### src/rtl/wserdes_pkg.sv
// Shared types for the word serializer/deserializer.
package wserdes_pkg;
    typedef enum logic [1:0] {
        MD_RESET = 2'd0,
        MD_TX    = 2'd1,
        MD_RX    = 2'd2
    } mode_e;
endpackage

### src/rtl/wsd_mode_dec.sv
// Mode decoder: turns direction and select into one operating mode.
// Assumes select value zero always wins over direction.
module wsd_mode_dec
    import wserdes_pkg::*;
(
    input  logic       dir,
    input  logic [1:0] sel,
    output mode_e      mode
);
    // Decode the mode table.
    always_comb begin
        if (sel == 2'b00)
            mode = MD_RESET;
        else if (dir)
            mode = MD_TX;
        else
            mode = MD_RX;
    end
endmodule

### src/rtl/wsd_tx.sv
// Transmit path: captures a word on a strobe rising edge and sends it as a
// start-marker, data (LSB first), stop-marker frame. Sends zeros when no word
// is pending. Assumes strobe is synchronous to clk. State clears when en is low.
module wsd_tx #(
    parameter int DW = 24
) (
    input  logic          clk,
    input  logic          rst_n,
    input  logic          en,
    input  logic          strobe,
    input  logic [DW-1:0] par_in,
    output logic          ser_d,
    output logic          ser_ck
);
    localparam int FB = DW + 2;
    localparam int CW = $clog2(FB);

    logic          strb_q;
    logic [DW-1:0] pend;
    logic          pv;
    logic [CW-1:0] fcnt;
    logic [FB-1:0] sh;
    logic [FB-1:0] nxt_frame;
    logic          rise;

    // Strobe edge and the frame to load at the next boundary.
    always_comb begin
        rise      = strobe & ~strb_q;
        nxt_frame = pv ? {1'b0, pend, 1'b1} : '0;
    end

    // Capture, frame counting and shifting.
    always_ff @(posedge clk) begin
        if (!rst_n || !en) begin
            strb_q <= 1'b1;
            pend   <= '0;
            pv     <= 1'b0;
            fcnt   <= '0;
            sh     <= '0;
            ser_d  <= 1'b0;
            ser_ck <= 1'b0;
        end else begin
            strb_q <= strobe;
            ser_ck <= 1'b1;
            if (fcnt == '0) begin
                ser_d <= nxt_frame[0];
                sh    <= nxt_frame >> 1;
                pv    <= 1'b0;
            end else begin
                ser_d <= sh[0];
                sh    <= sh >> 1;
            end
            if (rise) begin
                pend <= par_in;
                pv   <= 1'b1;
            end
            fcnt <= (fcnt == CW'(FB - 1)) ? '0 : fcnt + 1'b1;
        end
    end
endmodule

### src/rtl/wsd_rx.sv
// Receive path: hunts for a start marker, gathers DW bits LSB first, checks
// the stop marker, then updates the word and runs the word-clock window.
// Assumes one slot per clk edge with ser_ck high. State clears when en is low.
module wsd_rx #(
    parameter int DW   = 24,
    parameter int LEAD = 8,
    parameter int LOWT = 13
) (
    input  logic          clk,
    input  logic          rst_n,
    input  logic          en,
    input  logic          ser_d,
    input  logic          ser_ck,
    output logic [DW-1:0] par_out,
    output logic          word_clk,
    output logic          frame_err
);
    localparam int FB = DW + 2;
    localparam int CW = $clog2(FB);
    localparam int WC = LEAD + LOWT;
    localparam int WW = $clog2(WC + 1);

    logic          hunt;
    logic [CW-1:0] rcnt;
    logic [DW-1:0] sh;
    logic [WW-1:0] wcnt;

    // Framing, assembly, stop check and word-clock countdown.
    always_ff @(posedge clk) begin
        if (!rst_n || !en) begin
            hunt      <= 1'b1;
            rcnt      <= '0;
            sh        <= '0;
            par_out   <= '0;
            frame_err <= 1'b0;
            wcnt      <= '0;
        end else begin
            frame_err <= 1'b0;
            if (wcnt != '0)
                wcnt <= wcnt - 1'b1;
            if (ser_ck) begin
                if (hunt) begin
                    if (ser_d) begin
                        hunt <= 1'b0;
                        rcnt <= CW'(1);
                    end
                end else if (rcnt == CW'(FB - 1)) begin
                    hunt <= 1'b1;
                    if (!ser_d) begin
                        par_out <= sh;
                        wcnt    <= WW'(WC);
                    end else begin
                        frame_err <= 1'b1;
                    end
                end else begin
                    sh   <= {ser_d, sh[DW-1:1]};
                    rcnt <= rcnt + 1'b1;
                end
            end
        end
    end

    // Word clock is low during the last LOWT counts of the countdown.
    always_comb
        word_clk = en && !((wcnt != '0) && (wcnt <= WW'(LOWT)));
endmodule

### src/rtl/wserdes_top.sv
// Top of the bidirectional word serdes: mode decode, transmit and receive
// paths, and output enables. Assumes clk runs at the serial bit rate.
module wserdes_top
    import wserdes_pkg::*;
#(
    parameter int DW   = 24,
    parameter int LEAD = 8,
    parameter int LOWT = 13
) (
    input  logic          clk,
    input  logic          rst_n,
    input  logic          dir,
    input  logic [1:0]    sel,
    output logic          dir_n,
    input  logic          strobe,
    input  logic [DW-1:0] par_in,
    output logic [DW-1:0] par_out,
    output logic          par_oe,
    output logic          ser_d_out,
    output logic          ser_ck_out,
    input  logic          ser_d_in,
    input  logic          ser_ck_in,
    output logic          word_clk,
    output logic          frame_err
);
    mode_e mode;
    logic  tx_en;
    logic  rx_en;

    wsd_mode_dec u_dec (.dir(dir), .sel(sel), .mode(mode));

    // Path enables and pin-level controls.
    always_comb begin
        tx_en  = (mode == MD_TX);
        rx_en  = (mode == MD_RX);
        par_oe = rx_en;
        dir_n  = ~dir;
    end

    wsd_tx #(.DW(DW)) u_tx (
        .clk(clk), .rst_n(rst_n), .en(tx_en), .strobe(strobe),
        .par_in(par_in), .ser_d(ser_d_out), .ser_ck(ser_ck_out)
    );

    wsd_rx #(.DW(DW), .LEAD(LEAD), .LOWT(LOWT)) u_rx (
        .clk(clk), .rst_n(rst_n), .en(rx_en), .ser_d(ser_d_in),
        .ser_ck(ser_ck_in), .par_out(par_out), .word_clk(word_clk),
        .frame_err(frame_err)
    );
endmodule

### config.mk
export PLATFORM = sky130hd
export DESIGN_NAME = wserdes_top
export DESIGN_NICKNAME = d
export VERILOG_FILES = /design/src/rtl/wserdes_pkg.sv /design/src/rtl/wsd_mode_dec.sv /design/src/rtl/wsd_tx.sv /design/src/rtl/wsd_rx.sv /design/src/rtl/wserdes_top.sv
export SDC_FILE = /design/constraint.sdc
export NUM_CORES = 1
export LEC_CHECK = 0
export BUFFER_PORTS_ARGS = -buffer_cell sky130_fd_sc_hd__buf_2
export CELL_PAD_IN_SITES_DETAIL_PLACEMENT = 2
export CELL_PAD_IN_SITES_GLOBAL_PLACEMENT = 2
export CORE_MARGIN = 5
export CORE_UTILIZATION = 35
export DETAILED_ROUTE_END_ITERATION = 7
export PLACE_DENSITY_LB_ADDON = 0.08
export SYNTH_ARGS = -nofsm -noshare
export SYNTH_HDL_FRONTEND = slang
export SYNTH_HIERARCHICAL = 1
export SYNTH_SLANG_ARGS = --single-unit
### constraint.sdc
create_clock -name clk -period 2.15 [get_ports clk]
set_input_delay 0.43 -clock clk [delete_from_list [all_inputs] [get_ports clk]]
set_output_delay 0.43 -clock clk [all_outputs]
set_load 0.005 [all_outputs]
# Yosys cells after proc, flatten, opt, wreduce, memory -nomap -nowiden
# Index checks and enable logic that the tools add are counted.
[totals] reg_bits=119 latchBits=0 mem_bits_rw=0 rom_bits=0 in_bits=32 wordCells=67 memories=0
[classes] addsub=3 mul=0 n_div=0 magnitude_cmp=1 eq_ne=6 n_shift=0 mux=20 n_bitwise=7 n_reduce_logical=17
[op_table] op="25-bit two-way mux" count=2
[op_table] op="5-bit two-way mux" count=8
[op_table] op="5-bit by 1-bit adder with 5-bit output (second input constant)" count=2
[op_table] op="5-bit equality test (second input constant)" count=2
[op_table] op="1-bit two-way mux" count=8
[op_table] op="1-bit NOT" count=6
[op_table] op="3-bit AND reduction" count=2
[op_table] op="5-bit by 4-bit less-or-equal comparator with 1-bit output (second input constant)" count=1
[op_table] op="5-bit logical NOT" count=1
[op_table] op="5-bit nonzero test" count=1
[op_table] op="5-bit by 1-bit subtractor with 5-bit output (second input constant)" count=1
[op_table] op="1-bit logical NOT" count=4
[op_table] op="2-bit two-way mux" count=2
[op_table] op="4-bit AND reduction" count=1
[op_table] op="4-bit OR reduction" count=1
[op_table] op="2-bit by 1-bit equality test with 1-bit output (second input constant)" count=1
[op_table] op="2-bit equality test (second input constant)" count=1
[op_table] op="1-bit logical AND" count=2
[op_table] op="2-bit logical NOT" count=1
[op_table] op="1-bit logical OR" count=2
[op_table] op="2-bit by 1-bit != test with 1-bit output (second input constant)" count=1
[op_table] op="2-bit != test (second input constant)" count=1
[op_table] op="2-bit nonzero test" count=1
[op_table] op="2-bit OR reduction" count=1
[op_table] op="1-bit AND" count=1

# Logic depth before layout (Yosys ltp)
# Gate-level depths: netlist (run 1).
[depth] word_depth=6 mapped_depth=7 ltp_nobuf=6

# Hierarchy
# The synthesis (run 1) kept the hierarchy.
[modules_own_cells] mod="wsd_rx" n_inst=1 cells_each=232 area_per_inst_um2=2363.5
[modules_own_cells] mod="wsd_tx" n_inst=1 cells_each=248 area_per_inst_um2=2077.0
[modules_own_cells] mod="wserdes_top" n_inst=1 cells_each=3 area_per_inst_um2=18.8
[modules_own_cells] mod="wsd_mode_dec" n_inst=1 cells_each=2 area_per_inst_um2=17.5

# Worst setup path before layout (run 1)
# OpenSTA, ideal clock, no wires.
[synth_path] path_kind="input to register" start="input sel[1]" end="register u_rx.par_out[15]" setup_ps=72 arrival_ps=1644 path_slack_ps=434 cell_stages=7 path_buffers=2 cell_sequence="o21a_1 and2b_2 and2_1 clkbuf_1 clkbuf_1 nand2_1 mux2i_1"
[synth_between] elab_chain_cells=5
[synth_lines] item="start: declaration" line_no="wserdes_top.sv:13" source="input logic [1:0] sel,"
[synth_lines] item="2-bit logical NOT" line_no="wsd_mode_dec.sv:12" source="if (sel == 2'b00)"
[synth_lines] item="2-bit two-way mux" line_no="wsd_mode_dec.sv:12"
[synth_lines] item="2-bit equality test" line_no="wserdes_top.sv:35" source="rx_en = (mode == MD_RX);"
[synth_lines] item="via par_oe" line_no="wserdes_top.sv:18" source="output logic par_oe,"
[synth_lines] item="1-bit logical NOT" line_no="wsd_rx.sv:30" source="if (!rst_n || !en) begin"
[synth_lines] item="1-bit logical OR" line_no="wsd_rx.sv:30"
[synth_lines] item="end signal: assignment" line_no="wsd_rx.sv:50" source="par_out <= sh;"
[synth_lines] item="end: declaration" line_no="wsd_rx.sv:14" source="output logic [DW-1:0] par_out,"
# The timed path passes the listed nets, and every way through them passes these cells.
# A chain may end at the register's enable or synchronous reset.

# Worst setup path in the final report (run 1)
[layout_path] start="register u_rx.wcnt[0]" end="output word_clk"
[layout_between] elab_chain_cells=4 elab_cells_between_ends=5
[layout_lines] item="start: declaration" line_no="wsd_rx.sv:26" source="logic [WW-1:0] wcnt;"
[layout_lines] item="start signal: assignment" line_no="wsd_rx.sv:40" source="wcnt <= wcnt - 1'b1;"
[layout_lines] item="start signal: assignment" line_no="wsd_rx.sv:51" source="wcnt <= WW'(WC);"
[layout_lines] item="5-bit by 4-bit less-or-equal comparator with 1-bit output or 5-bit nonzero test (tied branches)" line_no="wsd_rx.sv:65" source="word_clk = en && !((wcnt != '0) && (wcnt <= WW'(LOWT)));"
[layout_lines] item="1-bit logical AND *" line_no="wsd_rx.sv:65"
[layout_lines] item="1-bit logical NOT *" line_no="wsd_rx.sv:65"
[layout_lines] item="1-bit logical AND *" line_no="wsd_rx.sv:65"
[layout_lines] item="end: declaration" line_no="wserdes_top.sv:23" source="output logic word_clk,"
# Mark *: on every way between the ends. The rest lies on a longest branch, timed or not.

==> reports/results.md, run 1 <==
- **antenna violations before repair** 0
- **area growth from synthesis to layout** 24.48%
- **cts hold-fix bufs** 0
- **YS warnings** 6
- **height of the die** 123.1 um
- **I/O Pins** 62
- **highest clock frequency the design can meet** 0.4947 GHz
- **clock tree sinks** 117
- **Final Worst Setup Slack** 0.1286 ns
- **overall routed net length** 11,470 um
- **placeable core region** 0.01257 sq mm
- **detail-routed net length per standard cell** 15.78 um
- **via count** 3,556
- **Placement Setup Slack** 0.3092 ns
- **number of cells upsized or downsized after cts** 1
- **drt initial violations** 143
- **number of buffers created by CTS** 17
- **leading cell types by count after synthesis** 131 x nand2_1, 117 x dfxtp_1, 55 x a21oi_1, 48 x mux2i_1, 26 x nand3_1
- **total congestion overflow** 0
- **unrepaired setup endpoints after global routing** false
- **post-synthesis area per instance** 9.231 sq um
- **dominant cell type by area after synthesis** dfxtp_1
- **buffer type at the clock tree root** clkbuf_16
- **number of distinct library cells after synthesis** 43
- **part of the Yosys area used for sequential elements** 52.32%
- **time the worst path needs with I/O delays and setup** 2.021 ns
- **maxcap violations** 0
- **Least-Margin Pin Slew** 0.4522 ns
- **clock-pin slew on the worst setup and hold paths** 0.06 ns
- **number of remaining DRC errors** 0
- **cell area after synthesis** 0.004477 sq mm
- **Synth Instances** 485
- **fraction of registers with async set or reset after synthesis** 0%
- **skew final** 0.006913 ns
- **count of fill cells added during filler insertion** 1,383
- **Relative slew margins** 69.79%
- **clock tree from TritonCTS** done
- **routed vias/inst** 4.891
- **VDD IR-drop max** 0.4581 mV
- **Worst setup EP type** primary output
- **most area-consuming cells after synthesis** dfxtp_1 52%, nand2_1 11%, mux2i_1 11%
- **startpoint class of the critical path** flop
- **total die area** 0.01515 sq mm
- **Net count, final** 582
- **pin count of the biggest net entering global routing** 52
- **Std-Cell Rows** 41
- **antenna cell count** 0
- **summed negative setup slack over all endpoints** 0 ns
- **number of buffers between clock root and the deepest sink** 2
- **Final GP Congestion** 0.6855
- **most frequent cell after synthesis** nand2_1
- **DR pass1 iterations** 4
- **Synth top area share** 52.32%
- **period utilization** 94.02%
- **Setup-failing EPs final** 0
- **setup repair bufs after CTS** 0
- **Yosys reg bits** 117
- **overall track demand over capacity in global routing** 16.71%
- **reported leakage power** 0.002229 uW
- **die width** 123.1 um
- **PortBufs** 61
- **critical path peak fanout** 5
- **most common flop cell mapped by yosys** dfxtp_1
- **CTS HTree Levels** 4
- **net count after synthesis** 524
- **total half-perimeter wirelength after legalization and detailed placement** 7493 um
- **kind of path behind the tightest hold check** input port to flop
- **PwrDens** 939.4 mW/mm^2
- **fraction of layout cells with a size suffix above 1** 20.36%
- **worst-skew pair later-pin latency** 0.41 ns
- **count of antenna-violating nets left after detailed routing** 0
- **vias in the first global route** 4,021
- **number of endpoints with negative hold slack in the final report** 0
- **number of max-slew violations in the final report** 0
- **Arr. time, crit path** 1.59 ns
- **number of synthesized flops with an enable pin** 0
- **Crit Path Category** flop to primary output
- **global-route wire length before repair** 19,520 um
- **Worst EP required** 1.72 ns
- **outcome** finished clean
- **starting utilization of the core area** 35.62%
[area by class of cell]
cell class                      count  area [sq um]  share of cell area, %
Inverter                           10         37.54                 0.6736
Tap cell                          172         215.2                  3.862
Clock inverter                     11         157.7                  2.829
Multi-Input combinational cell    326          1938                  34.78
Sequential cell                   117          2347                  42.12
Timing Repair Buffer               71         430.4                  7.723
Clock buffer                       20         446.7                  8.015
[metal layers]
layer / routed length, um / vias up / GRT usage (%)
met2: 6078 / 47 / 30.13
met1: 4802 / 1749 / 18.07
met3: 376 / 19 / 5.169
li1: - / 1741 / -
met4: 211 / 0 / 6.990
met5: 0 / - / 0
[state kept, by name (all words and copies together) (netlist names)]
register / flops
u_tx/pv: 1
u_tx/pend: 24
u_rx/sh: 24
u_tx/fcnt: 5
u_rx/par_out: 24
u_rx/wcnt: 5
u_rx/hunt: 1
u_rx/frame_err: 1
u_tx/ser_d: 1
u_rx/rcnt: 5
u_tx/ser_ck: 1
u_tx/sh: 24
u_tx/strb_q: 1
[per-stage QoR]
step / area (sq um) / total power, uW / std cells / utilization [%] / hold slack (ns)
floorplan: 4477 / 2302 / 485 / - / 0.4174
global placement: 4956 / 2362 / 696 / 39.43 / 0.4215
detailed placement: 4956 / 2366 / 696 / 39.43 / 0.4338
CTS: 5562 / 5319 / 727 / 44.25 / 0.2104
global route: 5573 / 5454 / 727 / 44.34 / 0.2206
finish: 5573 / 5235 / 727 / 44.34 / 0.2290
[placed cells by master, fill, tap and decap left out, types with 2 or more instances in the layout]
cell         n
nand2_1    131
dfxtp_1    115
buf_2       61
a21oi_1     55
mux2i_1     48
nand3_1     26
clkbuf_16   17
inv_1       10
nor2_1       8
clkinv_2     6
ha_1         6
buf_4        6
bufinv_16    4
nand2b_1     4
o21ai_0      4
buf_12       4
nor2b_1      3
or3_1        3
xnor2_1      3
xor2_1       3
clkbuf_1     2
o21a_1       2
o211ai_1     2
or4b_1       2
nor3_4       2
o31ai_1      2
or4_1        2
nor3_1       2
[report_power, final]
part	leakage (uW)	switching (uW)	total, uW	internal, uW
clock	0.000299	971	2920	1950
sequential	0.000944	4.08	2180	2170
combinational	0.000986	87.4	139	51.6
[final timing paths]
check | end | startpoint | cells after the start | slack (ns)
setup / recovery | word_clk | u_rx/wcnt[0] | 5 | 0.13
hold / removal | u_tx/strb_q | strobe | 2 | 0.23
setup reg to reg | u_rx/wcnt[1] | u_rx/wcnt[0] | 4 | 0.45
hold reg to reg | u_tx/sh[14] | u_tx/sh[15] | 2 | 0.44
[critical path: stages, from the launching register on]
cell,delay [ns]
dfxtp_4,0.37
inv_1,0.05
ha_2,0.20
nor3b_2,0.17
o31a_1,0.26
buf_2,0.14
[kinds of logic after synthesis]
family,after synthesis,synth area share [%]
multiplexers,48,10.73
AO/OA/AOI/OAI,71,8.887
XOR/XNOR,6,1.174
buffers and inverters,42,4.639
AND/OR/NAND/NOR,194,20.29
flip-flops,117,52.32
adder cells (fa/ha/maj),7,1.956
(Power assumes the default switching activity.)
==> run 2: changes to the inputs <==
- CORE_UTILIZATION: 35 -> 34
- SKIP_LAST_GASP: unset -> 1
- SYNTH_HIERARCHICAL: 1 -> unset
==> reports/results.md, run 2 <==
- **number of distinct library cells after synthesis** 40
- **startpoint class of the critical path** flop
- **adder and majority gate portion of the synthesized area** 1.876%
- **largest incremental delay on the critical path** 0.37 ns
- **die width** 127.2 um
- **detail-routed net length per standard cell** 17.24 um
- **dominant cell type by area after synthesis** dfxtp_1
- **cells traversed along the worst timing path** inv_1, ha_1, nor3b_1, o31a_1, buf_2
- **Final Non-Filler Cells** 789
- **area growth from synthesis to layout** 24.14%
- **maxcap violations** 0
- **leading cell type in the layout, fill and taps excluded** dfxtp_1
- **fraction of the mapped netlist area in simple logic gates** 23.02%
- **multiplexer share of the synthesized area** 5.145%
- **hold slack** 0.2339 ns
- **Worst EP required** 1.72 ns
- **starting utilization of the core area** 34.98%
- **total half-perimeter wirelength after legalization and detailed placement** 8727 um
- **number of max-slew violations in the final report** 0
- **post-synthesis area per instance** 8.505 sq um
- **I/O Pins** 62
- **clock tree from TritonCTS** done
- **Yosys reg bits** 117
- **Std-Cell Rows** 42
- **share of the core filled with cells in the final layout** 43.43%
- **buffer type at the clock tree root** clkbuf_16
- **YS warnings** 0
- **slowest cell on the critical path** dfxtp_1
- **total congestion overflow** 0
- **leading cell types by count after synthesis** 117 x dfxtp_1, 101 x nand3_1, 80 x a21oi_1, 80 x nand2_1, 40 x clkbuf_1
- **Arr. time, crit path** 1.60 ns
- **PortBufs** 61
- **compound-gate portion of the synthesized area** 14.12%
- **routed vias/inst** 5.238
- **startpoint of the most critical hold path** strobe
- **height of the die** 127.2 um
- **part of the Yosys area used for sequential elements** 50.16%
- **clock-pin slew on the worst setup and hold paths** 0.06 ns
- **number of buffers between clock root and the deepest sink** 2
- **overall track demand over capacity in global routing** 17.72%
- **count of antenna-violating nets left after detailed routing** 0
- **Least-Margin Pin Slew** 0.5971 ns
- **combinational family with the most area after synthesis** simple AND/OR/NAND/NOR gates
- **number of cells upsized or downsized after cts** 0
- **total die area** 0.01618 sq mm
- **antenna cell count** 0
- **most area-consuming cells after synthesis** dfxtp_1 50%, nand3_1 11%, a21oi_1 8.6%
- **xor/xnor share of the synthesized area** 0.5627%
- **worst-skew pair later-pin latency** 0.42 ns
- **net count after synthesis** 588
- **overall routed net length** 13,600 um
- **number of buffers created by CTS** 17
- **kind of path behind the tightest hold check** input port to flop
- **number of endpoints with negative hold slack in the final report** 0
- **Synth top area share** 50.16%
- **highest clock frequency the design can meet** 0.4930 GHz
- **fraction of registers with async set or reset after synthesis** 0%
- **pin count of the biggest net entering global routing** 58
- **fraction of layout cells with a size suffix above 1** 19.90%
- **global-route wire length before repair** 23,090 um
- **time the worst path needs with I/O delays and setup** 2.028 ns
- **placeable core region** 0.01335 sq mm
- **Net count, final** 639
- **cell area after synthesis** 0.004669 sq mm
- **cell count after placement** 757
- **count of buffer and inverter cells on the critical path** 2
- **Crit Path Category** flop to primary output
- **antenna violations before repair** 0
- **number of remaining DRC errors** 0
- **most frequent cells in the layout** 116 x dfxtp_1, 101 x nand3_1, 80 x nand2_1, 80 x a21oi_1, 61 x buf_2
- **Synth Instances** 549
- **most frequent cell after synthesis** dfxtp_1
- **unrepaired setup endpoints after global routing** false
- **Setup-failing EPs final** 0
- **setup repair bufs after CTS** 0
- **summed negative setup slack over all endpoints** 0 ns
- **critical path peak fanout** 4
- **skew final** 0.006147 ns
- **drt initial violations** 217
- **cts hold-fix bufs** 0
- **cell family with most CP delay** flip-flops
- **DR pass1 iterations** 4
- **clock tree sinks** 117
- **Relative slew margins** 60.02%
- **Worst setup EP type** primary output
- **via count** 4,133
- **reported leakage power** 0.002023 uW
- **launch point of the worst reg-to-reg path** u_rx.rcnt[0]
- **outcome** finished clean
- **VDD IR-drop max** 0.5281 mV
- **Final GP Congestion** 0.7450
- **CTS HTree Levels** 4
- **vias in the first global route** 4,581
- **CP startpoint** u_rx.wcnt[1]
- **number of synthesized flops with an enable pin** 0
- **most common flop cell mapped by yosys** dfxtp_1
- **PwrDens** 930.2 mW/mm^2
- **period utilization** 94.35%
## run 2: worst register-to-register path: cells and delay by family (launching register included)
kind | cells | cell delay [ns]
and+or+nand+nor | 1 | 0.35
buffers and inverters | 1 | 0.29
adders and majority gates | 1 | 0.27
AOI/OAI and AO/OA | 2 | 0.37
DFF | 1 | 0.42
## run 2: area by class of cell
cell class / count / area, sq um
Tap cell: 176 / 220.2
Clock inverter: 15 / 206.4
Multi-Input combinational cell: 374 / 2100
Timing Repair Buffer: 81 / 467.9
Inverter: 9 / 33.78
Sequential cell: 117 / 2344
Clock buffer: 17 / 425.4
Fill cell: 1489 / 7551
## run 2: layer usage
| metal | GRT usage (%) | routed length (um) |
|---|---|---|
| met1 | 20.16 | 5642 |
| met2 | 32.38 | 7466 |
| met3 | 4.299 | 372 |
| met4 | 5.994 | 120 |
| met5 | 0 | 0 |
## run 2: where the power goes
part           total [uW]  leakage (uW)  internal (uW)  switching [uW]
combinational         187      0.000788           61.4             126
clock                3020      0.000292           1940            1080
sequential           2180      0.000943           2180            6.29
## run 2: final timing paths
path | endpoint | slack, ns | cells past startpoint
worst min register to register | u_tx.sh[23] | 0.44 | 2
worst max register to register | u_rx.sh[19] | 0.37 | 5
worst max-delay path | word_clk | 0.12 | 5
worst min-delay path | u_tx.strb_q | 0.23 | 2
## run 2: cell families (layout without fill, tap and decap cells)
group,after synthesis,in the layout
AND/OR/NAND/NOR,218,218
AO/OA/AOI/OAI,122,122
flip-flops,117,117
buffers and inverters,58,122
multiplexers,24,24
adder cells (fa/ha/maj),7,7
XOR/XNOR,3,3
## run 2: stage by stage
stage                     power (uW)  worst slack, ns  cell area (sq um)
after floorplan                 2331           0.3994               4669
after global placement          2413           0.4492               5164
after detailed placement        2418           0.3692               5164
after CTS                       5463          0.05575               5796
after global routing            5603         0.007951               5797
final                           5392           0.1216               5797
